**src/rtl/clksrc_pkg.sv**
```systemverilog
package clksrc_pkg;

   typedef enum logic [1:0] {
      SRC_REF  = 2'd0,
      SRC_PLL  = 2'd1,
      SRC_SLOW = 2'd2
   } clk_src_e;

   localparam int REG_CTRL = 0;
   localparam int REG_PLL  = 1;

   localparam int CTRL_PRE  = 0;
   localparam int CTRL_SEL  = 1;
   localparam int CTRL_FREE = 2;

   function automatic logic [3:0] mul_decode(input logic [1:0] code);
      logic [3:0] f;
      case (code)
         2'd0:    f = 4'd6;
         2'd1:    f = 4'd8;
         2'd2:    f = 4'd10;
         default: f = 4'd14;
      endcase
      return f;
   endfunction

endpackage

```
**src/rtl/clksrc_cfg.sv**
```systemverilog
module clksrc_cfg
   import clksrc_pkg::*;
#(
   parameter int DATA_W = 8,
   parameter int ADDR_W = 2,
   parameter int MUL_W  = 2,
   parameter int DIV_W  = 3
) (
   input  logic              clk,
   input  logic              rst_n,
   input  logic              wr_en,
   input  logic [ADDR_W-1:0] wr_addr,
   input  logic [DATA_W-1:0] wr_data,
   input  logic [ADDR_W-1:0] rd_addr,
   output logic [DATA_W-1:0] rd_data,
   output logic              prediv_q,
   output logic              sel_q,
   output logic              free_q,
   output logic [MUL_W-1:0]  mul_q,
   output logic [DIV_W-1:0]  div_q
);

   localparam logic [DIV_W-1:0] DIV_OFF = {DIV_W{1'b1}};
   localparam int PLL_BITS = MUL_W + DIV_W;

   if (DATA_W < PLL_BITS || DATA_W < 3) begin : g_bad_width
      $error("clksrc_cfg: DATA_W too narrow for register fields");
   end

   always_ff @(posedge clk or negedge rst_n) begin
      if (!rst_n) begin
         prediv_q <= 1'b1;
         sel_q    <= 1'b0;
         free_q   <= 1'b0;
         mul_q    <= '0;
         div_q    <= DIV_OFF;
      end else if (wr_en) begin
         if (int'(wr_addr) == REG_CTRL) begin
            prediv_q <= wr_data[CTRL_PRE];
            sel_q    <= wr_data[CTRL_SEL];
            if (!sel_q) begin
               free_q <= wr_data[CTRL_FREE];
            end
         end else if (int'(wr_addr) == REG_PLL) begin
            mul_q <= wr_data[MUL_W-1:0];
            div_q <= wr_data[MUL_W +: DIV_W];
         end
      end
   end

   always_comb begin
      rd_data = '0;
      if (int'(rd_addr) == REG_CTRL) begin
         rd_data[CTRL_PRE]  = prediv_q;
         rd_data[CTRL_SEL]  = sel_q;
         rd_data[CTRL_FREE] = free_q;
      end else if (int'(rd_addr) == REG_PLL) begin
         rd_data[PLL_BITS-1:0] = {div_q, mul_q};
      end
   end

   // Free-run bit is frozen while the select request is held
   assert_free_hold_R9: assert property (@(posedge clk) disable iff (!rst_n)
      sel_q |=> $stable(free_q));

endmodule

```
**src/rtl/clksrc_ratio.sv**
```systemverilog
module clksrc_ratio
   import clksrc_pkg::*;
#(
   parameter int MUL_W       = 2,
   parameter int DIV_W       = 3,
   parameter bit CHECK_LIMIT = 1'b1,
   parameter int LIM_NUM     = 4,
   parameter int LIM_DEN     = 1
) (
   input  logic             clk,
   input  logic             rst_n,
   input  logic             prediv,
   input  logic [MUL_W-1:0] mul_code,
   input  logic [DIV_W-1:0] div_code,
   output logic             pll_en,
   output logic [3:0]       mul_factor,
   output logic [DIV_W-1:0] div_factor,
   output logic [DIV_W:0]   ratio_den,
   output logic             over_limit
);

   localparam logic [DIV_W-1:0] DIV_OFF = {DIV_W{1'b1}};

   if (MUL_W != 2) begin : g_bad_mul
      $error("clksrc_ratio: multiplier table needs a 2-bit code");
   end
   if (LIM_NUM < 1 || LIM_DEN < 1) begin : g_bad_lim
      $error("clksrc_ratio: limit terms must be positive");
   end

   assign pll_en     = (div_code != DIV_OFF);
   assign mul_factor = mul_decode(mul_code);
   assign div_factor = pll_en ? div_code + DIV_W'(1) : '0;
   assign ratio_den  = !pll_en ? '0 :
                       prediv  ? {div_factor, 1'b0} : {1'b0, div_factor};

   if (CHECK_LIMIT) begin : g_limit
      logic [31:0] lhs, rhs;
      assign lhs        = 32'(mul_factor) * 32'(LIM_DEN);
      assign rhs        = 32'(ratio_den) * 32'(LIM_NUM);
      assign over_limit = pll_en && (lhs > rhs);
   end else begin : g_no_limit
      assign over_limit = 1'b0;
   end

   assert_mul_legal_R3: assert property (@(posedge clk) disable iff (!rst_n)
      (mul_factor == 4'd6) || (mul_factor == 4'd8) ||
      (mul_factor == 4'd10) || (mul_factor == 4'd14));

   assert_den_off_R5: assert property (@(posedge clk) disable iff (!rst_n)
      !pll_en |-> (ratio_den == '0));

endmodule

```
**src/rtl/clksrc_select.sv**
```systemverilog
module clksrc_select
   import clksrc_pkg::*;
(
   input  logic     clk,
   input  logic     rst_n,
   input  logic     sel_req,
   input  logic     pll_en,
   input  logic     free_en,
   input  logic     pll_lock,
   input  logic     vreg_rdy,
   output clk_src_e src
);

   always_comb begin
      src = SRC_REF;
      if (sel_req && vreg_rdy) begin
         if (pll_en) begin
            if (pll_lock) src = SRC_PLL;
         end else if (free_en) begin
            src = SRC_SLOW;
         end
      end
   end

   assert_ref_idle_R6: assert property (@(posedge clk) disable iff (!rst_n)
      !sel_req |-> (src == SRC_REF));

   assert_pll_gate_R7: assert property (@(posedge clk) disable iff (!rst_n)
      (src == SRC_PLL) |-> (pll_en && pll_lock && vreg_rdy));

   assert_slow_gate_R8: assert property (@(posedge clk) disable iff (!rst_n)
      (src == SRC_SLOW) |-> (!pll_en && free_en && vreg_rdy));

endmodule

```
**src/rtl/clksrc_ctrl.sv**
```systemverilog
module clksrc_ctrl
   import clksrc_pkg::*;
#(
   parameter int DATA_W      = 8,
   parameter int ADDR_W      = 2,
   parameter int DIV_W       = 3,
   parameter bit CHECK_LIMIT = 1'b1,
   parameter int LIM_NUM     = 4,
   parameter int LIM_DEN     = 1
) (
   input  logic              clk,
   input  logic              rst_n,
   input  logic              wr_en,
   input  logic [ADDR_W-1:0] wr_addr,
   input  logic [DATA_W-1:0] wr_data,
   input  logic [ADDR_W-1:0] rd_addr,
   output logic [DATA_W-1:0] rd_data,
   input  logic              pll_lock,
   input  logic              vreg_rdy,
   output logic [1:0]        src_sel,
   output logic              pll_en,
   output logic              ref_halved,
   output logic [3:0]        mul_factor,
   output logic [DIV_W-1:0]  div_factor,
   output logic [DIV_W:0]    ratio_den,
   output logic              over_limit
);

   localparam int MUL_W = 2;

   logic             prediv_q, sel_q, free_q;
   logic [MUL_W-1:0] mul_q;
   logic [DIV_W-1:0] div_q;
   clk_src_e         src;

   clksrc_cfg #(
      .DATA_W(DATA_W), .ADDR_W(ADDR_W), .MUL_W(MUL_W), .DIV_W(DIV_W)
   ) u_cfg (
      .clk(clk), .rst_n(rst_n), .wr_en(wr_en), .wr_addr(wr_addr),
      .wr_data(wr_data), .rd_addr(rd_addr), .rd_data(rd_data),
      .prediv_q(prediv_q), .sel_q(sel_q), .free_q(free_q),
      .mul_q(mul_q), .div_q(div_q)
   );

   clksrc_ratio #(
      .MUL_W(MUL_W), .DIV_W(DIV_W), .CHECK_LIMIT(CHECK_LIMIT),
      .LIM_NUM(LIM_NUM), .LIM_DEN(LIM_DEN)
   ) u_ratio (
      .clk(clk), .rst_n(rst_n), .prediv(prediv_q), .mul_code(mul_q),
      .div_code(div_q), .pll_en(pll_en), .mul_factor(mul_factor),
      .div_factor(div_factor), .ratio_den(ratio_den), .over_limit(over_limit)
   );

   clksrc_select u_sel (
      .clk(clk), .rst_n(rst_n), .sel_req(sel_q), .pll_en(pll_en),
      .free_en(free_q), .pll_lock(pll_lock), .vreg_rdy(vreg_rdy), .src(src)
   );

   assign src_sel    = src;
   assign ref_halved = prediv_q;

   assert_limit_on_R10: assert property (@(posedge clk) disable iff (!rst_n)
      over_limit |-> pll_en);

   assert_no_pll_off_R4: assert property (@(posedge clk) disable iff (!rst_n)
      !pll_en |-> (src_sel != 2'd1));

endmodule

```
**config.mk**
```make
export PLATFORM = sky130hd
export DESIGN_NAME = clksrc_ctrl
export DESIGN_NICKNAME = d
export VERILOG_FILES = /design/src/rtl/clksrc_pkg.sv /design/src/rtl/clksrc_cfg.sv /design/src/rtl/clksrc_ratio.sv /design/src/rtl/clksrc_select.sv /design/src/rtl/clksrc_ctrl.sv
export SDC_FILE = /design/constraint.sdc
export NUM_CORES = 1
export LEC_CHECK = 0
export ABC_AREA = 1
export ABC_CLOCK_PERIOD_IN_PS = 2150
export BUFFER_PORTS_ARGS = -buffer_cell sky130_fd_sc_hd__clkbuf_2
export CAP_MARGIN = 20
export CORE_UTILIZATION = 41
export DETAILED_ROUTE_END_ITERATION = 8
export GPL_TIMING_DRIVEN = 0
export MAX_ROUTING_LAYER = met4
export PLACE_DENSITY = 0.77
export SETUP_SLACK_MARGIN = 0.15
export SLEW_MARGIN = 15
export SYNTH_ARGS = -nofsm -noshare
export SYNTH_HDL_FRONTEND = slang
export SYNTH_SLANG_ARGS = --single-unit
export TNS_END_PERCENT = 5
```
**constraint.sdc**
```tcl
create_clock -name clk -period 2.15 [get_ports clk]
set_input_delay 0.43 -clock clk [delete_from_list [all_inputs] [get_ports clk]]
set_output_delay 0.43 -clock clk [all_outputs]
set_load 0.01 [all_outputs]
```
==> impl_metrics.env <==
export IMPL_violations="setup timing"
export IMPL_syn_inst=89
export IMPL_seq_area_frac_synth_pct=31.2
export IMPL_antenna_found_initial=0
export IMPL_clk_pin_slew_ns=0.06
export IMPL_critPathArrivalTime_ns=1.85
export IMPL_insertion_delay_ns=0.25
export IMPL_finalHoldViolations=0
export IMPL_routed_wl_mm=1.43
export IMPL_grt_pass1_vias=593
export IMPL_p_leak_nw=0.561
export IMPL_cts_root_buf="clkbuf_4"
export IMPL_holdCritPathClass="primary input to async pin"
export IMPL_grt_max_degree=11
export IMPL_post_route_min_period_ns=2.28
export IMPL_cts_tree="yes"
export IMPL_die_w_um=42.1
export IMPL_placed_area_um2=917
export IMPL_maxCapViolCount=0
export IMPL_syn2layout_area_growth_pct=51.3
export IMPL_worst_ep_required_time_ns=1.72
export IMPL_io_buffers=33
export IMPL_reg2reg_slack_ns=1.26
export IMPL_synth_area_um2=658
export IMPL_final_cells=150
export IMPL_clock_sinks=8
export IMPL_dp_cells=141
export IMPL_first_iter_violations=8
export IMPL_final_common_cell="clkbuf_2"
export IMPL_rows=14
export IMPL_setup_ws_ns=-0.135
export IMPL_via_count=699
export IMPL_clockBufferDepth=2
export IMPL_fin_skew_ns=0.00785
export IMPL_crit_path_cell_trace="ha_4 > ha_4 > clkinv_4 > nand2_4 > nor2_4 > inv_2 > ha_4 > nand2_2 > nand2_2 > nand3_2 > nor2_2 > buf_2"
export IMPL_syn_avg_cell_area_um2=7.39
export IMPL_place_hpwl_mm=1.18
export IMPL_die_area_um2=1770
export IMPL_setup_violations=1
export IMPL_diodes=0
export IMPL_gp_congestion=0.803
export IMPL_peakVddDrop_mv=0.461
export IMPL_ant_nets=0
export IMPL_die_y_um=42.1
export IMPL_synthDistinctLibCells=21
export IMPL_drc=0
export IMPL_via_per_inst=4.66
export IMPL_post_drt_wl_per_cell_um=9.52
export IMPL_fmax_mhz=438
export IMPL_grt_setup_unrepaired="true"
export IMPL_critPathSlowestCell="dfstp_2"
export IMPL_finalInstanceArea_um2=996
export IMPL_power_density_nw_per_um2=773
export IMPL_drive_gt1_share_pct=52.2
export IMPL_grt_use_total_pct=18.6
export IMPL_initial_utilization_pct=43.7
export IMPL_fin_crit_sh_pct=106
export IMPL_maxSlewViolCount=0
export IMPL_path_max_fanout=3
export IMPL_postCtsHoldBufs=0
export IMPL_synth_ff_latch_count=8
export IMPL_path_class="register to output pin"
export IMPL_synth_warnings=0
export IMPL_status="finished, violations left"
export IMPL_h_tree_depth=1
export IMPL_coreArea_um2=1510
export IMPL_grt_first_pass_wirelength_mm=2.42
export IMPL_start_kind="register"
export IMPL_final_nets=158
export IMPL_ios=41
export IMPL_final_cell_mix="clkbuf_2, inv_1, nand2_1"
export IMPL_crit_top_cell="ha_4"
export IMPL_drt_pass1_iterations=4
export IMPL_crit_path_max_incr_delay_ns=0.55
export IMPL_numCtsBuffers=3
export IMPL_grt_overflow=0
export IMPL_cp_end_kind="output pin"
worst paths after layout:
kind                                 from              to  cells past startpoint
max                        u_cfg.div_q[0]      over_limit                     12
min                                 rst_n  u_cfg.mul_q[1]                      1
max reg2reg                u_cfg.div_q[0]  u_cfg.div_q[0]                      3
min reg2reg                  u_cfg.free_q    u_cfg.free_q                      2
min in group clk               wr_data[4]  u_cfg.div_q[2]                      3
max in group asynchronous           rst_n  u_cfg.div_q[1]                      1
synth_stat cells, drive strengths merged:
library cell / number / area, µm²
dfrtp: 4 / 100
o22ai: 2 / 12.5
ha: 6 / 75.1
nor2: 11 / 61.3
inv: 20 / 75.1
or2: 1 / 6.26
a21oi: 1 / 5.00
nand2: 17 / 63.8
nand3b: 1 / 20.0
nand3: 4 / 20.0
dfstp: 4 / 105
conb: 1 / 3.75
buf: 5 / 41.3
nor3: 2 / 15.0
o21ai: 10 / 53.8
flip-flops by register name, indices dropped and copies added (netlist names):
register / flops
u_cfg.div_q: 3
u_cfg.free_q: 1
u_cfg.sel_q: 1
u_cfg.mul_q: 2
u_cfg.prediv_q: 1
area by class of cell:
type | instances | area, µm²
fillers | 137 | 510
flip-flops and latches | 8 | 205
repair buffers | 38 | 203
plain buffers | 5 | 41.3
inverters | 20 | 80.1
well taps | 16 | 20.0
multi-input cells | 59 | 420
clock buffers | 4 | 26.3
per-stage QoR:
step | utilization (%) | hold slack [ns] | power (mW) | setup TNS (ns) | setup slack [ns]
after floorplan | - | 0.134 | 0.486 | 0 | 0.117
after global placement | 60.9 | 0.285 | 0.590 | 0 | 0.00929
after detailed placement | 60.9 | 0.287 | 0.603 | -0.0205 | -0.0205
after CTS | 65.8 | 0.0128 | 0.764 | -0.137 | -0.137
after global routing | 66.1 | 0.00774 | 0.836 | -0.217 | -0.217
final | 66.1 | 0.0133 | 0.770 | -0.135 | -0.135
routing by layer:
metal | vias up | GRT usage [%] | wire length (µm)
li1 | 357 | - | -
met1 | 305 | 22.1 | 632
met2 | 33 | 30.9 | 681
met3 | 4 | 1.29 | 84
met4 | 0 | 11.3 | 29
met5 | - | - | 0
critical path: cells and delay by family, from the launching register on:
family / cells / cell delay, ns
buffers and inverters: 3 / 0.25
DFF: 1 / 0.55
adders and majority gates: 3 / 0.49
and+or+nand+nor: 6 / 0.31
report_power, final:
part | total, mW | internal, mW | switching [mW]
clock | 0.120 | 0.0709 | 0.0494
combinational | 0.443 | 0.208 | 0.235
sequential | 0.206 | 0.185 | 0.0209
total | 0.770 | 0.464 | 0.306
what timing repair did:
item                       in CTS  in global routing
gates resized for setup         2                  5
pin swaps                       6                  1
gates cloned                    0                  0
setup buffers                   5                  0
setup endpoints to repair       2                  2
cells by family after synthesis:
logic type	share of synthesized area (%)
flops	31.2
simple gates	28.3
other cells	0.570
fa+ha+maj	11.4
compound gates	10.8
buf+inv	17.7
(Power assumes the default switching activity.)
